`config.mk`:
```
export PLATFORM = sky130hd
export DESIGN_NAME = trig_fifo
export DESIGN_NICKNAME = d
export VERILOG_FILES = /design/src/rtl/trig_fifo_pkg.sv /design/src/rtl/fifo_ram.sv /design/src/rtl/fifo_ctrl.sv /design/src/rtl/trig_cfg.sv /design/src/rtl/flag_gen.sv /design/src/rtl/trig_fifo.sv
export SDC_FILE = /design/constraint.sdc
export NUM_CORES = 1
export LEC_CHECK = 0
export ABC_AREA = 1
export BUFFER_PORTS_ARGS = -buffer_cell sky130_fd_sc_hd__buf_2
export CORE_UTILIZATION = 45
export DETAILED_ROUTE_END_ITERATION = 12
export RECOVER_POWER = 100
export SKIP_CTS_REPAIR_TIMING = 1
export SLEW_MARGIN = 10
export SYNTH_ARGS = -nofsm -noshare
export SYNTH_HDL_FRONTEND = slang
export SYNTH_HIERARCHICAL = 1
export SYNTH_SLANG_ARGS = --single-unit
```
`constraint.sdc`:
```
create_clock -name clk -period 2.4 [get_ports clk]
set_input_delay 0.48 -clock clk [delete_from_list [all_inputs] [get_ports clk]]
set_output_delay 0.48 -clock clk [all_outputs]
set_load 0.03 [all_outputs]
```
`src/rtl/trig_fifo_pkg.sv`:
```
// Shared helpers for the threshold FIFO.
// Assumes callers pass the FIFO depth (at least 3) as an integer.
package trig_fifo_pkg;

    // Force a requested threshold into the legal window 1 .. depth-2.
    function automatic int clamp_trig(input int req, input int depth);
        int hi;
        hi = depth - 2;
        if (req < 1)
            return 1;
        else if (req > hi)
            return hi;
        else
            return req;
    endfunction

    // Advance a circular index, wrapping at depth (depth need not be a power of two).
    function automatic int wrap_inc(input int idx, input int depth);
        return (idx == depth - 1) ? 0 : idx + 1;
    endfunction

endpackage

```
`src/rtl/fifo_ram.sv`:
```
// Storage array for the FIFO: one write port, one asynchronous read port.
// Assumes the controller never writes and reads a slot in a conflicting way;
// read data for the head slot is sampled by the top-level output register.
module fifo_ram #(
    parameter int DATA_W = 8,
    parameter int DEPTH  = 16,
    localparam int PTR_W = (DEPTH > 1) ? $clog2(DEPTH) : 1
) (
    input  logic              clk,
    input  logic              wr_en,
    input  logic [PTR_W-1:0]  wr_ptr,
    input  logic [DATA_W-1:0] wr_data,
    input  logic [PTR_W-1:0]  rd_ptr,
    output logic [DATA_W-1:0] rd_data
);

    logic [DATA_W-1:0] mem_q [DEPTH];

    // Write the incoming word into the tail slot.
    always_ff @(posedge clk) begin
        if (wr_en)
            mem_q[wr_ptr] <= wr_data;
    end

    // Present the head slot.
    assign rd_data = mem_q[rd_ptr];

endmodule

```
`src/rtl/fifo_ctrl.sv`:
```
// Pointer and level bookkeeping for the FIFO.
// Decides which requests are accepted, using the level before the edge:
// a push is accepted below DEPTH, a pop is accepted above zero.
module fifo_ctrl
    import trig_fifo_pkg::*;
#(
    parameter int DEPTH  = 16,
    localparam int PTR_W = (DEPTH > 1) ? $clog2(DEPTH) : 1,
    localparam int LVL_W = $clog2(DEPTH + 1)
) (
    input  logic             clk,
    input  logic             rst_n,
    input  logic             push_i,
    input  logic             pop_i,
    output logic             push_ok,
    output logic             pop_ok,
    output logic [PTR_W-1:0] wr_ptr,
    output logic [PTR_W-1:0] rd_ptr,
    output logic [LVL_W-1:0] level_q,
    output logic [LVL_W-1:0] level_d
);

    localparam logic [LVL_W-1:0] LVL_MAX = LVL_W'(DEPTH);

    logic [PTR_W-1:0] wr_ptr_q, rd_ptr_q;

    // Accept requests against the level before the edge.
    always_comb begin
        push_ok = push_i && (level_q != LVL_MAX);
        pop_ok  = pop_i  && (level_q != '0);
    end

    // Next level from the accepted requests.
    always_comb begin
        unique case ({push_ok, pop_ok})
            2'b10:   level_d = level_q + 1'b1;
            2'b01:   level_d = level_q - 1'b1;
            default: level_d = level_q;
        endcase
    end

    // Register pointers and level.
    always_ff @(posedge clk) begin
        if (!rst_n) begin
            wr_ptr_q <= '0;
            rd_ptr_q <= '0;
            level_q  <= '0;
        end else begin
            if (push_ok)
                wr_ptr_q <= PTR_W'(wrap_inc(int'(wr_ptr_q), DEPTH));
            if (pop_ok)
                rd_ptr_q <= PTR_W'(wrap_inc(int'(rd_ptr_q), DEPTH));
            level_q <= level_d;
        end
    end

    assign wr_ptr = wr_ptr_q;
    assign rd_ptr = rd_ptr_q;

endmodule

```
`src/rtl/trig_cfg.sv`:
```
// Threshold register with write-time clamping to 1 .. DEPTH-2.
// Assumes DEPTH >= 3. Exposes the next value so that flags can be registered in step.
module trig_cfg
    import trig_fifo_pkg::*;
#(
    parameter int DEPTH  = 16,
    localparam int LVL_W = $clog2(DEPTH + 1)
) (
    input  logic             clk,
    input  logic             rst_n,
    input  logic             cfg_we_i,
    input  logic [LVL_W-1:0] cfg_trig_i,
    output logic [LVL_W-1:0] trig_q,
    output logic [LVL_W-1:0] trig_d
);

    // Clamp the requested value when a write is present.
    always_comb begin
        trig_d = trig_q;
        if (cfg_we_i)
            trig_d = LVL_W'(clamp_trig(int'(cfg_trig_i), DEPTH));
    end

    // Hold the threshold; reset value is 1.
    always_ff @(posedge clk) begin
        if (!rst_n)
            trig_q <= LVL_W'(1);
        else
            trig_q <= trig_d;
    end

endmodule

```
`src/rtl/flag_gen.sv`:
```
// Registered status flags computed from the next level and next threshold,
// so that after each edge they agree with the registered level and threshold.
module flag_gen #(
    parameter int DEPTH  = 16,
    localparam int LVL_W = $clog2(DEPTH + 1)
) (
    input  logic             clk,
    input  logic             rst_n,
    input  logic [LVL_W-1:0] level_d,
    input  logic [LVL_W-1:0] trig_d,
    output logic             empty_q,
    output logic             full_q,
    output logic             at_trig_q,
    output logic             below_trig_q
);

    localparam logic [LVL_W-1:0] LVL_MAX = LVL_W'(DEPTH);

    // Register the four flags from the next-state values.
    always_ff @(posedge clk) begin
        if (!rst_n) begin
            empty_q      <= 1'b1;
            full_q       <= 1'b0;
            at_trig_q    <= 1'b0;
            below_trig_q <= 1'b1;
        end else begin
            empty_q      <= (level_d == '0);
            full_q       <= (level_d == LVL_MAX);
            at_trig_q    <= (level_d >= trig_d);
            below_trig_q <= (level_d <  trig_d);
        end
    end

endmodule

```
`src/rtl/trig_fifo.sv`:
```
// Top level of the threshold FIFO. Connects the storage, the controller,
// the threshold register and the flag generator, and owns the pop-data register.
// Assumes DEPTH >= 3 and a single clock domain.
module trig_fifo #(
    parameter int DATA_W = 8,
    parameter int DEPTH  = 16,
    localparam int PTR_W = (DEPTH > 1) ? $clog2(DEPTH) : 1,
    localparam int LVL_W = $clog2(DEPTH + 1)
) (
    input  logic              clk,
    input  logic              rst_n,
    input  logic              push_i,
    input  logic [DATA_W-1:0] push_data_i,
    input  logic              pop_i,
    output logic [DATA_W-1:0] pop_data_o,
    input  logic              cfg_we_i,
    input  logic [LVL_W-1:0]  cfg_trig_i,
    output logic [LVL_W-1:0]  level_o,
    output logic [LVL_W-1:0]  trig_o,
    output logic              empty_o,
    output logic              full_o,
    output logic              at_trig_o,
    output logic              below_trig_o
);

    logic              push_ok, pop_ok;
    logic [PTR_W-1:0]  wr_ptr, rd_ptr;
    logic [LVL_W-1:0]  level_q, level_d, trig_q, trig_d;
    logic [DATA_W-1:0] head_word;
    logic [DATA_W-1:0] pop_data_q;

    fifo_ctrl #(.DEPTH(DEPTH)) u_ctrl (
        .clk     (clk),
        .rst_n   (rst_n),
        .push_i  (push_i),
        .pop_i   (pop_i),
        .push_ok (push_ok),
        .pop_ok  (pop_ok),
        .wr_ptr  (wr_ptr),
        .rd_ptr  (rd_ptr),
        .level_q (level_q),
        .level_d (level_d)
    );

    fifo_ram #(.DATA_W(DATA_W), .DEPTH(DEPTH)) u_ram (
        .clk     (clk),
        .wr_en   (push_ok),
        .wr_ptr  (wr_ptr),
        .wr_data (push_data_i),
        .rd_ptr  (rd_ptr),
        .rd_data (head_word)
    );

    trig_cfg #(.DEPTH(DEPTH)) u_trig (
        .clk        (clk),
        .rst_n      (rst_n),
        .cfg_we_i   (cfg_we_i),
        .cfg_trig_i (cfg_trig_i),
        .trig_q     (trig_q),
        .trig_d     (trig_d)
    );

    flag_gen #(.DEPTH(DEPTH)) u_flags (
        .clk          (clk),
        .rst_n        (rst_n),
        .level_d      (level_d),
        .trig_d       (trig_d),
        .empty_q      (empty_o),
        .full_q       (full_o),
        .at_trig_q    (at_trig_o),
        .below_trig_q (below_trig_o)
    );

    // Capture the head word on an accepted pop, zero on a pop from empty.
    always_ff @(posedge clk) begin
        if (!rst_n)
            pop_data_q <= '0;
        else if (pop_i)
            pop_data_q <= pop_ok ? head_word : '0;
    end

    assign pop_data_o = pop_data_q;
    assign level_o    = level_q;
    assign trig_o     = trig_q;

endmodule

```
# Word level (Yosys, flattened, before mapping)
# Memories as Yosys holds them, arrays and structs flattened. A register that Yosys moved wholly into a read port is not among the register bits.
# Index checks and enable logic that the tools add are counted.
[op_classes]
bitwise = 0
n_eq_ne = 6
div = 0
add_sub_neg = 4
shifts = 0
mux = 11
order_cmp = 4
multipliers = 0
n_reduce_logical = 4
[ops]
columns = ["operator", "n"]
rows = [
  ["$mux W4", 4],
  ["$mux W5", 3],
  ["$pmux W5 S2", 1],
  ["$add A4 B1 Y4 const B", 2],
  ["$eq A4 B1 Y1 const B", 2],
  ["$mux W8", 1],
  ["$add A5 B1 Y5 const B", 1],
  ["$eq A5 B5 Y1 const B", 1],
  ["$ge A5 B5 Y1", 1],
  ["$gt A5 B4 Y1 const B", 1],
  ["$logic_not A5 Y1", 1],
  ["$lt A5 B1 Y1 const B", 1],
  ["$lt A5 B5 Y1", 1],
  ["$ne A5 B5 Y1 const B", 1],
  ["$reduce_bool A5 Y1", 1],
  ["$sub A5 B1 Y5 const B", 1],
  ["$eq A2 B1 Y1 const B", 1],
  ["$eq A2 B2 Y1 const B", 1],
  ["$logic_and A1 B1 Y1", 2],
  ["$mux W1", 2],
]
[word_totals]
ram_bits = 128
rom_bits = 0
latchBits = 0
in_bits = 18
memories = 1
register_bits = 30
[memory_table]
columns = ["memory", "words", "word_bits", "read_ports", "rd_ports_with_merged_regs", "write_ports", "line_no", "source"]
rows = [
  ["u_ram.mem_q", 16, 8, 1, 1, 1, "fifo_ram.sv:17", "logic [DATA_W-1:0] mem_q [DEPTH];"],
]

# Logic depth before layout (Yosys ltp)
[logic_depth]
word_depth = 5
mapped_depth = 20
mapped_depth_nobuf = 20

# By module
# The synthesis kept the hierarchy.
[modules_own_cells]
columns = ["module", "seq_area_each_um2", "n_inst", "cells_each", "area_per_inst_um2"]
rows = [
  ["fifo_ram", 3843.7, 1, 543, 5606.6],
  ["fifo_ctrl", 260.2, 1, 117, 827.0],
  ["trig_fifo", 160.2, 1, 36, 294.0],
  ["flag_gen", 80.1, 1, 35, 257.7],
  ["trig_cfg", 100.1, 1, 34, 224.0],
]

# Worst setup path before layout
# OpenSTA, ideal clock, no wires.
[synth_path]
kind = "register -> register"
startpoint = "reg u_ctrl.level_q[0]"
endpoint = "reg u_flags.at_trig_q"
period_less_slack_ps = 2689
path_slack_ps = -289
required_ps = 2289
t_arrival_ps = 2578
setup_ps = 111
stages_incl_launch_ff = 20
path_cell_list = "dfxtp_1 > nor2_2 > nand3_2 > nand2_4 > inv_2 > ha_1 > fa_1 > nand2_1 > nand2_1 > nand3_1 > nand3_1 > nand2_1 > inv_1 > ha_1 > nand2_1 > inv_1 > nand2_1 > nand3_2 > nand2_2 > nand2_2"
[synth_between]
elab_chain_len = 5
[synth_rtl]
columns = ["element", "line_no", "source"]
rows = [
  ["start, declared", "fifo_ctrl.sv:19", "output logic [LVL_W-1:0] level_q,"],
  ["start signal, assigned", "fifo_ctrl.sv:53", "level_q <= level_d;"],
  ["$reduce_bool A5 Y1 (*)", "fifo_ctrl.sv:30", "pop_ok = pop_i && (level_q != '0);"],
  ["$logic_and A1 B1 Y1 (*)", "fifo_ctrl.sv:30", ""],
  ["named net pop_ok", "trig_fifo.sv:26", "logic push_ok, pop_ok;"],
  ["$eq A2 B1 Y1 or $eq A2 B2 Y1 (tied branches)", "fifo_ctrl.sv:35", "unique case ({push_ok, pop_ok})"],
  ["$pmux W5 S2 (*)", "fifo_ctrl.sv:35", ""],
  ["named net level_d[4]", "trig_fifo.sv:28", "logic [LVL_W-1:0] level_q, level_d, trig_q, trig_d;"],
  ["$ge A5 B5 Y1 (*)", "flag_gen.sv:29", "at_trig_q <= (level_d >= trig_d);"],
  ["end signal, assigned", "flag_gen.sv:29", ""],
  ["end, declared", "flag_gen.sv:13", "output logic at_trig_q,"],
]
# The timed path passes the listed nets; every way through them passes the cells marked *.
# A chain may end at the register's enable or synchronous reset.

# Final worst setup path
[layout_path]
startpoint = "reg u_ctrl.level_q[0]"
endpoint = "reg u_flags.below_trig_q"
[layout_between]
elab_chain_len = 5
[layout_rtl]
columns = ["element", "line_no", "source"]
rows = [
  ["$reduce_bool A5 Y1 (*)", "fifo_ctrl.sv:30", ""],
  ["$logic_and A1 B1 Y1 (*)", "fifo_ctrl.sv:30", ""],
  ["named net pop_ok", "trig_fifo.sv:26", ""],
  ["$eq A2 B1 Y1 or $eq A2 B2 Y1 (tied branches)", "fifo_ctrl.sv:35", ""],
  ["$pmux W5 S2 (*)", "fifo_ctrl.sv:35", ""],
  ["named net level_d[4]", "trig_fifo.sv:28", ""],
  ["$lt A5 B5 Y1 (*)", "flag_gen.sv:30", "below_trig_q <= (level_d < trig_d);"],
  ["end signal, assigned", "flag_gen.sv:30", ""],
  ["end, declared", "flag_gen.sv:14", "output logic below_trig_q"],
]
# Marked as above.

==> results summary <==
edfxtp_1 takes more of the synthesized area than any other cell. The initial standard-cell utilization of the core came out at 46.7%. The portion of the clock cycle consumed by the worst path in the final layout came out at 101%. The worst setup path is of the register to register kind. The post-layout minimum cycle time is 2.42 ns.

The number of synthesis warnings came out at 6. The cell area after synthesis is about 7200 µm². Among all stages on the critical path, the largest delay is contributed by fa_2. After detailed routing, the number of vias per cell comes to 4.98. The total routing resource utilization after global routing came out at 21.3%. The clock-pin slew on the worst setup and hold paths came out at 0.06 ns.

The global route total overflow came out at 0. By area, the combinational part of the netlist is dominated by simple AND/OR/NAND/NOR gates. The commonest cells after synthesis are 225 x nand2_1, 128 x edfxtp_1, 127 x inv_1.

The I/O pin count is 40. The number of nets at the end of the flow is 860. Setup repair after global routing could not meet its margin everywhere. The routed design has 16.5 mm of wire. The violation count after the first detailed-route iteration is 347. The routability congestion estimate is 0.870. The number of nets produced by synthesis is 795. The final standard cell area without fillers came out at 8430 µm². The sequential area share after synthesis is 61.6%. The level count of the clock H-tree came out at 4.

For this run, the leading register cell type out of synthesis is edfxtp_1. The total of max-cap violations came out at 0. The share of the synthesized area in the top cell type came out at a little over half. The HPWL after detailed placement is 10.5 mm. Power spread over the standard cell area amounts to 1080 nW/µm². The peak supply drop is 491 µV. The share of flip-flops with an asynchronous set or reset is 0%. The highest cell delay on the worst timing path came out at 0.36 ns. The first-pass GRT wire length came out at 25.6 mm. Timing would allow up to 413 MHz. The relative max-transition margin is 12.5%. The worst-case hold slack is 0.298 ns.

The adder and majority cell fraction of the synthesized area came out at 2.19%. The floorplan step defined a core boundary enclosing ~15000 µm². The synthesized netlist cell count came out at 765. In this run, CTS created clock tree buffers numbering 17. The total power of the final layout came out at between 9 and 10 mW. Across all setup checks in the final design, the least slack found is -0.0233 ns. The flip-flop and latch count after synthesis is 158. The critical path's most frequent cell is nand2_2. At the placement stage, the worst setup path has a slack of -0.103 ns. The number of remaining DRC errors is 0. The clock latency at the later pin of the worst-skew pair is 0.43 ns. The floorplan step defined a die boundary enclosing 16500 µm². At the pin with the least slew margin, the transition time is 1.31 ns. No sink is reached through more buffers than the 2 on the longest clock path. The post-place instance area came out at 7810 µm². From left edge to right edge, the die measures about 130 µm. STA puts the critical path data required time at around 2.7 ns. Dividing the synthesized area by the synthesized cell count gives between 9 and 10 µm². Of the cells placed in the final design, the portion with a size suffix greater than 1 is 14.1%. The arrival time of data at the critical path endpoint came out at 2.73 ns. The final reports fail on negative setup slack.

The synthesized design contains 128 enable-type register cells. After detailed routing, the average wire length per cell comes to 15.7 µm. The number of slew-limit violations in the final report is 0. In this run the static leakage power is 3.62 nW. The distinct cell type count after synthesis came out at 32. The antenna cell count is 0. The critical path goes through nor2_4 > nand3_4 > nand2_4 > inv_4 > ha_4 > fa_2 > nand2_2 > nand2_2 > nand3_2 > nand3_2 > nand2_2 > inv_2 > ha_4 > nand2_4 > nor2_4 > nand2_1 > nand3_2 > nand2_2. Of the total synthesized cell area, the portion taken by AND, OR, NAND and NOR gates is 24.1%. Detailed routing inserted a total of 5251 vias. The number of antenna violations at the first check in global routing is 0. The final hold violation count is 0.

Sorting the synthesized cells by area gives the leading types as edfxtp_1 53%, nand2_1 12%, dfxtp_1 8.3%. From synthesis to final layout, the design area changed by 16.9%. The number of global-route vias before repair is 4926. Clock tree synthesis found a total of 158 sinks. The total of endpoints with negative setup slack in the final report is 2. The mux share of post-synthesis cell area is 0%. TritonCTS built the clock tree. The XOR/XNOR share of the synthesized area came out at less than 1%. The tightest min-delay check is of the input port to register type.

The post-route antenna net violation count is 0. Entering global routing, the biggest net connects 68 pins. The final worst clock skew came out at 0.00671 ns. In this run the worst path has a maximum fanout of 5. The detailed-router iteration count before antenna repair is 5. The root cell of the clock tree is clkbuf_16. The flow ran to the end, but the final reports show violations.

The synthesized-area fraction occupied by ao, oa, aoi and oai cells came out at 2.31%. The worst setup path is captured at a register. The count of input and output buffers is 39. The die is 129 µm tall.

nand2_1 is the most common cell in the netlist. STA classifies the critical path startpoint as a register. The initialized floorplan defines 45 standard-cell rows.
worst max-delay path: cells and delay by family (launching register included):
family                   cells  cell delay (ns)
AND/OR/NAND/NOR             13             1.03
adder cells (fa/ha/maj)      3             0.82
buffers and inverters        2             0.10
flip-flops                   1             0.35
metal layers:
layer | vias up | routed length (µm) | share of wire (%) | GRT usage [%]
met5 | - | 0 | 0 | 0
met4 | 0 | 249 | 1.5 | 8.17
met3 | 20 | 803 | 4.9 | 4.37
met2 | 138 | 7930 | 48 | 34.7
met1 | 2497 | 7530 | 46 | 28.0
li1 | 2596 | - | - | -
cell type report:
class / count / area, µm²
clock buffer: 17 / 425
inverter: 134 / 505
timing repair buffer: 72 / 385
sequential: 158 / 4460
clock inverter: 15 / 171
tap: 211 / 264
fill: 1430 / 7000
multi-input combinational: 447 / 2220
layout by cell type (no fill, tap or decap), types with 3 or more instances in the layout:
cell type and instances:
a21oi_2 3, nand2_2 11, clkinv_1 3, nand3_1 115, dfxtp_1 24, buf_4 27
ha_1 6, nor2_1 37, inv_2 7, ha_4 5, nor2_4 3, a21oi_1 17
nand2_4 3, buf_2 11, clkinvlp_4 5, nand2_1 217, inv_1 125, o21ai_0 8
clkbuf_16 17, nand3_2 6, bufinv_16 3, edfxtp_1 128, dfxtp_4 4, clkbuf_1 34
per-stage QoR:
stage / instances / util (%) / TNS [ns]
floorplan: 765 / - / -0.000894
global placement: 1019 / 50.6 / -0.00921
detailed placement: 1019 / 50.6 / -0.192
CTS: 1051 / 54.5 / -0.267
global route: 1054 / 54.6 / -0.850
finish: 1054 / 54.6 / -0.0395
power breakdown:
| part | switching [mW] | internal [mW] | total (mW) |
|---|---|---|---|
| registers | 0.112 | 3.17 | 3.28 |
| clock network | 1.07 | 1.63 | 2.70 |
| logic | 2.08 | 1.05 | 3.13 |
cells by family (layout without fill, tap and decap cells):
group                      Yosys count  in the layout
and+or+nand+nor                    402            402
adders and majority gates           12             12
AOI/OAI and AO/OA                   31             31
buffers and inverters              160            238
xor gates and xnor gates             2              2
DFF                                158            158
state kept, by name, indices dropped and copies added, names as in the netlist:
register	cells
u_ram/mem_q	128
pop_data_o	8
u_ctrl/level_q	5
u_trig/trig_q	5
u_ctrl/rd_ptr	4
u_ctrl/wr_ptr	4
u_flags/at_trig_q	1
u_flags/below_trig_q	1
u_flags/empty_q	1
u_flags/full_q	1
worst paths after layout:
kind,to,depth (start not counted),slack [ns],startpoint
hold / removal,u_trig/trig_q[4],2,0.30,cfg_we_i
hold reg to reg,u_trig/trig_q[4],2,0.47,u_trig/trig_q[4]
setup / recovery,u_flags/below_trig_q,18,-0.02,u_ctrl/level_q[0]
setup reg to reg,u_flags/below_trig_q,18,-0.02,u_ctrl/level_q[0]
Note: power is estimated with default switching activity, not from simulation.
